[src/rtl/req_msg_packer_pkg.sv]
package req_msg_packer_pkg;

  typedef enum logic {
    ST_FILL = 1'b0,
    ST_EMIT = 1'b1
  } packState_e;

  typedef enum logic [1:0] {
    SEL_HDR0 = 2'd0,
    SEL_HDR1 = 2'd1,
    SEL_STAT = 2'd2,
    SEL_PAY  = 2'd3
  } wordSel_e;

  // strobes from control to datapath
  typedef struct packed {
    logic     wrEn;      // store the accepted payload word
    logic     capHdr;    // first word: latch sideband fields
    logic     setTrunc;  // a word was dropped past the buffer depth
    wordSel_e sel;       // which word the output mux presents
  } packCtl_t;

endpackage

[src/rtl/req_msg_packer_ctrl.sv]
module req_msg_packer_ctrl
  import req_msg_packer_pkg::*;
#(
  parameter int DEPTH = 64,
  parameter int CNT_W = $clog2(DEPTH + 1),
  parameter int IDX_W = $clog2(DEPTH + 4),
  parameter int AW    = $clog2(DEPTH)
) (
  input  logic             clk,
  input  logic             rstN,
  input  logic             inValid,
  input  logic             inLast,
  output logic             inReady,
  input  logic             respMode,
  input  logic             outReady,
  output logic             outValid,
  output logic             outLast,
  output packCtl_t         ctl,
  output logic [CNT_W-1:0] payCnt,
  output logic [AW-1:0]    wrAddr,
  output logic [AW-1:0]    rdAddr
);

  packState_e       state;
  logic [IDX_W-1:0] emitIdx;
  logic [IDX_W-1:0] hdrWords;
  logic [IDX_W-1:0] totalWords;
  logic [IDX_W-1:0] rdOff;
  logic             accept;
  logic             bufFull;

  assign inReady    = (state == ST_FILL);
  assign outValid   = (state == ST_EMIT);
  assign accept     = inValid && inReady;
  assign bufFull    = (payCnt == CNT_W'(DEPTH));
  assign hdrWords   = respMode ? IDX_W'(3) : IDX_W'(2);
  assign totalWords = hdrWords + IDX_W'(payCnt);
  assign outLast    = outValid && (emitIdx == totalWords - IDX_W'(1));
  assign rdOff      = emitIdx - hdrWords;
  assign rdAddr     = rdOff[AW-1:0];
  assign wrAddr     = payCnt[AW-1:0];

  always_comb begin
    ctl.wrEn     = accept && !bufFull;
    ctl.capHdr   = accept && (payCnt == '0);
    ctl.setTrunc = accept && bufFull;
    if (emitIdx == IDX_W'(0))                  ctl.sel = SEL_HDR0;
    else if (emitIdx == IDX_W'(1))             ctl.sel = SEL_HDR1;
    else if (emitIdx == IDX_W'(2) && respMode) ctl.sel = SEL_STAT;
    else                                       ctl.sel = SEL_PAY;
  end

  always_ff @(posedge clk) begin
    if (!rstN) begin
      state   <= ST_FILL;
      payCnt  <= '0;
      emitIdx <= '0;
    end else begin
      case (state)
        ST_FILL: begin
          if (accept) begin
            if (!bufFull) payCnt <= payCnt + CNT_W'(1);
            if (inLast) begin
              state   <= ST_EMIT;
              emitIdx <= '0;
            end
          end
        end
        ST_EMIT: begin
          if (outReady) begin
            if (outLast) begin
              state   <= ST_FILL;
              payCnt  <= '0;
              emitIdx <= '0;
            end else begin
              emitIdx <= emitIdx + IDX_W'(1);
            end
          end
        end
        default: state <= ST_FILL;
      endcase
    end
  end

endmodule

[src/rtl/req_msg_packer_dp.sv]
module req_msg_packer_dp
  import req_msg_packer_pkg::*;
#(
  parameter int         DEPTH    = 64,
  parameter int         CNT_W    = $clog2(DEPTH + 1),
  parameter int         AW       = $clog2(DEPTH),
  parameter logic [7:0] SRC_PROC = 8'h11,
  parameter logic [7:0] SRC_COMP = 8'h22,
  parameter logic [7:0] CMD      = 8'h33
) (
  input  logic             clk,
  input  logic             rstN,
  input  packCtl_t         ctl,
  input  logic [CNT_W-1:0] payCnt,
  input  logic [AW-1:0]    wrAddr,
  input  logic [AW-1:0]    rdAddr,
  input  logic [31:0]      inData,
  input  logic [7:0]       dstProc,
  input  logic [7:0]       dstComp,
  input  logic             isResponse,
  input  logic             needResponse,
  input  logic [7:0]       replyStatus,
  input  logic             outValid,
  output logic             respMode,
  output logic [31:0]      outData,
  output logic             outTrunc
);

  logic [31:0] payMem [DEPTH];
  logic [7:0]  dstProcQ;
  logic [7:0]  dstCompQ;
  logic        needRespQ;
  logic [7:0]  statQ;
  logic        truncQ;
  logic [15:0] msgLen;
  logic [31:0] hdr0;
  logic [31:0] hdr1;

  always_ff @(posedge clk) begin
    if (ctl.wrEn) payMem[wrAddr] <= inData;
  end

  always_ff @(posedge clk) begin
    if (!rstN) begin
      dstProcQ  <= '0;
      dstCompQ  <= '0;
      respMode  <= 1'b0;
      needRespQ <= 1'b0;
      statQ     <= '0;
      truncQ    <= 1'b0;
    end else begin
      if (ctl.capHdr) begin
        dstProcQ  <= dstProc;
        dstCompQ  <= dstComp;
        respMode  <= isResponse;
        needRespQ <= needResponse;
        statQ     <= replyStatus;
        truncQ    <= 1'b0;
      end else if (ctl.setTrunc) begin
        truncQ    <= 1'b1;
      end
    end
  end

  assign msgLen = 16'(payCnt) + (respMode ? 16'd3 : 16'd2);
  assign hdr0   = {dstProcQ, SRC_PROC, dstCompQ, respMode, needRespQ, 6'b0};
  assign hdr1   = {SRC_COMP, CMD, msgLen};

  always_comb begin
    case (ctl.sel)
      SEL_HDR0: outData = hdr0;
      SEL_HDR1: outData = hdr1;
      SEL_STAT: outData = {24'b0, statQ};
      default:  outData = payMem[rdAddr];
    endcase
  end

  assign outTrunc = truncQ && outValid;

endmodule

[src/rtl/req_msg_packer.sv]
module req_msg_packer
  import req_msg_packer_pkg::*;
#(
  parameter int         DEPTH    = 64,
  parameter logic [7:0] SRC_PROC = 8'h11,
  parameter logic [7:0] SRC_COMP = 8'h22,
  parameter logic [7:0] CMD      = 8'h33
) (
  input  logic        clk,
  input  logic        rstN,
  input  logic        inValid,
  output logic        inReady,
  input  logic [31:0] inData,
  input  logic        inLast,
  input  logic [7:0]  dstProc,
  input  logic [7:0]  dstComp,
  input  logic        isResponse,
  input  logic        needResponse,
  input  logic [7:0]  replyStatus,
  output logic        outValid,
  input  logic        outReady,
  output logic [31:0] outData,
  output logic        outLast,
  output logic        outTrunc
);

  localparam int CNT_W = $clog2(DEPTH + 1);
  localparam int IDX_W = $clog2(DEPTH + 4);
  localparam int AW    = $clog2(DEPTH);

  packCtl_t         ctl;
  logic [CNT_W-1:0] payCnt;
  logic [AW-1:0]    wrAddr;
  logic [AW-1:0]    rdAddr;
  logic             respMode;

  req_msg_packer_ctrl #(
    .DEPTH(DEPTH), .CNT_W(CNT_W), .IDX_W(IDX_W), .AW(AW)
  ) ctrl_i (
    .clk(clk), .rstN(rstN),
    .inValid(inValid), .inLast(inLast), .inReady(inReady),
    .respMode(respMode),
    .outReady(outReady), .outValid(outValid), .outLast(outLast),
    .ctl(ctl), .payCnt(payCnt), .wrAddr(wrAddr), .rdAddr(rdAddr)
  );

  req_msg_packer_dp #(
    .DEPTH(DEPTH), .CNT_W(CNT_W), .AW(AW),
    .SRC_PROC(SRC_PROC), .SRC_COMP(SRC_COMP), .CMD(CMD)
  ) dp_i (
    .clk(clk), .rstN(rstN),
    .ctl(ctl), .payCnt(payCnt), .wrAddr(wrAddr), .rdAddr(rdAddr),
    .inData(inData), .dstProc(dstProc), .dstComp(dstComp),
    .isResponse(isResponse), .needResponse(needResponse),
    .replyStatus(replyStatus), .outValid(outValid),
    .respMode(respMode), .outData(outData), .outTrunc(outTrunc)
  );

endmodule

[config.mk]
export PLATFORM = sky130hd
export DESIGN_NAME = req_msg_packer
export DESIGN_NICKNAME = d
export VERILOG_FILES = /design/src/rtl/req_msg_packer_pkg.sv /design/src/rtl/req_msg_packer_ctrl.sv /design/src/rtl/req_msg_packer_dp.sv /design/src/rtl/req_msg_packer.sv
export SDC_FILE = /design/constraint.sdc
export NUM_CORES = 2
export LEC_CHECK = 0
export ABC_AREA = 1
export BUFFER_PORTS_ARGS = -buffer_cell sky130_fd_sc_hd__buf_2
export CORE_UTILIZATION = 25
export DETAILED_ROUTE_END_ITERATION = 8
export SYNTH_ARGS = -nofsm -noshare
export SYNTH_HDL_FRONTEND = slang
export SYNTH_SLANG_ARGS = --single-unit
[constraint.sdc]
create_clock -name clk -period 4.95 [get_ports clk]
set_input_delay 0.99 -clock clk [delete_from_list [all_inputs] [get_ports clk]]
set_output_delay 0.99 -clock clk [all_outputs]
set_load 0.01 [all_outputs]
==> results.txt <==
Largest net degree at the start of global routing: 103
Clock Path Buffers: 3
Worst hold start: replyStatus[0]
GRT Residual Overflow: 0
Register cell area after layout: 62,300 sq um
Fin. max-slew vios: 0
GP Congestion: 0.814
DP Worst Slack: 0.433 ns
TritonCTS Buffers: 200
Nets@finish: 7,405
Overall die height: 584 um
Worst Path Required: 3.96 ns
Compound-gate portion of the synthesized area: 0.00620
Via/cell ratio: 4.78
H-tree levels: 4
Die Width: 584 um
R2r setup slk: 0.73 ns
Headroom to the max-slew limit: 0.139
Power per cell area: 404 nW/um^2
Data arrival, critical path: 3.90 ns
Worst setup path class: flop to output pin
Setup_tns: 0 ns
Placed inst area: 92,300 sq um
Dpl hpwl: 140 mm
Crit path max fanout: 21
Total track usage: 0.145
Fin crit share: 0.989
Hold crit path type: input port to flop
Cells on worst reg2reg path: 10
Final core occ: 0.297
YS warnings: 0
Synth cell types: 35
Detailed Routing Iterations Pass 1: 6
Worst Tran Pin Value: 1.29 ns
Status: completed
Placed Instances: 11,600
Largest family of logic cells by synthesized area: simple AND/OR/NAND/NOR gates
Post-DRT Antenna Nets: 0
Adder-Cell Fraction of Synth Area: 0.00177
Clk_lat worst skew: 0.85 ns
Final setup vio count: 0
Reg clk slew, reported paths: 0.07 ns
Cells after Synth: 7,174
Ports: 99
Final Power: 40.4 mW
R2R Path End: dp_i.payMem[54][23]$_DFFE_PP_
DR WL/cell: 21.2 um
Cell area after synthesis: 84,800 sq um
WHS Path Cells: 3
Syn-to-layout area delta: 18.0%
Critical path endpoint category: output pin
Synth Area in Simple Gates: 0.226
Syn_area_per_cell: 11.8 sq um
Syn Nets: 7,249
Clock sink count: 2,090
FILL cells: 33,800
Post-route minimum period: 4.89 ns
Max Clk Rate: 204 MHz
Area of the multi-input gates: 20,700 sq um
Die area: 342,000 sq um
Starting Density: 0.252
Synth Area in XOR/XNOR: 0.000812
Core ar.: 337,000 sq um
CTS root buffer: clkbuf_16
Setup Skew: 0.0274 ns
Row count: 213
Fin. Hold Viols: 0
RR Startpoint: ctrl_i.payCnt[0]$_SDFFE_PN0P_
Worst Hold End: dp_i.statQ[0]$_SDFFE_PN0P_
Total number of vias: 57,400
Detailed Route Iter0 Violations: 6,195
Post-synthesis register bit count: 2,090
Final Non-Filler Cells: 12,000
Vias in the first global route: 54,700
Max VDD drop: 0.307 mV
Number of port buffers: 98
Final worst slack: 0.0553 ns
Antenna violations before repair: 25
Global-route wire length before repair: 370 mm
Layout cells sized above 1: 0.111
Drt total wl: 255 mm
DRC viols: 0
CP Launch Type: flop
Leakage: 34.5 nW
CTS tree: built
WHS: 0.362 ns
Finished Cell Area: 100,000 sq um
Post-synthesis mux area share: 0
Post-synthesis sequential area ratio: 0.735
Max-cap violations: 0
==> timing repair <==
action                     in CTS  in global routing
gates resized for setup        51                 28
gates cloned                   14                  4
setup buffers                  23                  6
setup endpoints to repair      32                 29
hold buffers                    0                  0
pin swaps                       4                  2
==> kinds of logic (layout without fill, tap and decap cells) <==
family / after synthesis / count (layout)
buffers and inverters: 528 / 853
xor gates and xnor gates: 7 / 7
adders and majority gates: 12 / 12
other: 0 / 7
and+or+nand+nor: 4438 / 4439
AOI/OAI and AO/OA: 99 / 99
DFF: 2090 / 2090
==> layout make-up <==
class	instances	share of cell area
Antenna cell	7	0.000175
Clock buffer	238	0.0519
Clock inverter	134	0.0144
Inverter	64	0.00273
Multi-Input combinational cell	4557	0.207
Sequential cell	2090	0.623
Tap cell	4515	0.0565
Timing Repair Buffer	413	0.0440
Timing Repair inverter	4	0.000375
==> synthesized netlist by cell type (all sizes together) <==
cell / n / area share
nand4: 9 / 0.00074
a31oi: 1 / 0.000074
o211ai: 7 / 0.00062
and3: 1 / 0.000074
inv: 61 / 0.0027
nor3: 3 / 0.00018
xnor2: 2 / 0.00021
clkinv: 3 / 0.00013
xor2: 5 / 0.00060
a32oi: 1 / 0.00010
ha: 12 / 0.0018
buf: 378 / 0.023
clkbuf: 86 / 0.0038
a21oi: 29 / 0.0017
dfxtp: 42 / 0.0099
o21ai: 58 / 0.0034
nand3: 1943 / 0.11
nand2: 2300 / 0.10
or2: 1 / 0.000074
nor2: 181 / 0.0085
edfxtp: 2048 / 0.73
a22oi: 3 / 0.00027
==> sequential cells by signal, summed over array words and instances, names as in the netlist <==
name             cells
dp_i.dstProcQ        8
ctrl_i.payCnt        7
dp_i.respMode        1
dp_i.payMem       2048
dp_i.needRespQ       1
ctrl_i.emitIdx       7
ctrl_i.outValid      1
dp_i.statQ           8
dp_i.truncQ          1
dp_i.dstCompQ        8
==> worst max path at each step <==
stage | startpoint | to
final | ctrl_i.emitIdx[0]$_SDFFE_PN0P_ | outData[29]
after global routing | ctrl_i.emitIdx[0]$_SDFFE_PN0P_ | outData[1]
after detailed placement | ctrl_i.emitIdx[0]$_SDFFE_PN0P_ | outData[31]
after floorplan | inValid | dp_i.payMem[13][0]$_DFFE_PP_
after global placement | ctrl_i.emitIdx[0]$_SDFFE_PN0P_ | outData[31]
after CTS | ctrl_i.emitIdx[0]$_SDFFE_PN0P_ | outData[8]
==> worst max-delay path, cell delays in order, from the launching register on <==
cell     delay [ns]
dfxtp_2        0.35
inv_2          0.12
ha_4           0.13
inv_1          0.06
ha_4           0.17
inv_1          0.14
nand2_4        0.16
nand2_8        0.12
buf_12         0.15
buf_12         0.15
buf_12         0.19
nand3_1        0.12
nand3_1        0.09
nand3_1        0.19
nand3_1        0.25
nand3_1        0.31
nand2_1        0.16
buf_2          0.15
==> placed cells by master (no fill, tap or decap), drive strengths merged <==
cell type and instances:
nand2 2301, edfxtp 2048, nand3 1943, buf 400, clkbuf 242, nor2 181
clkinv 103, inv 67, o21ai 58, dfxtp 42, a21oi 29, bufinv 27
ha 12, bufbuf 9, nand4 9, diode 7, o211ai 7, clkinvlp 5
xor2 5, a22oi 3, nor3 3, xnor2 2, a32oi 1, a31oi 1
or2 1, and3 1
==> power by group <==
part,internal (mW),total [mW],leakage (nW),switching (mW)
sequential,19.6,19.7,18.8,0.0687
combinational,1.53,5.16,12.5,3.63
clock,8.90,15.6,3.24,6.66
total,30.0,40.4,34.5,10.4
==> layer usage <==
layer  vias up  wire (um)  part of all wire  global-route usage
met3       446      21900             0.086              0.0238
li1      25800          -                 -                   -
met2      2672     121000              0.48               0.241
met4         4       7860             0.031              0.0478
met1     28500     103000              0.41               0.191
met5         -         27           0.00011                   0
No activity file was read; power rests on OpenSTA's default activity.
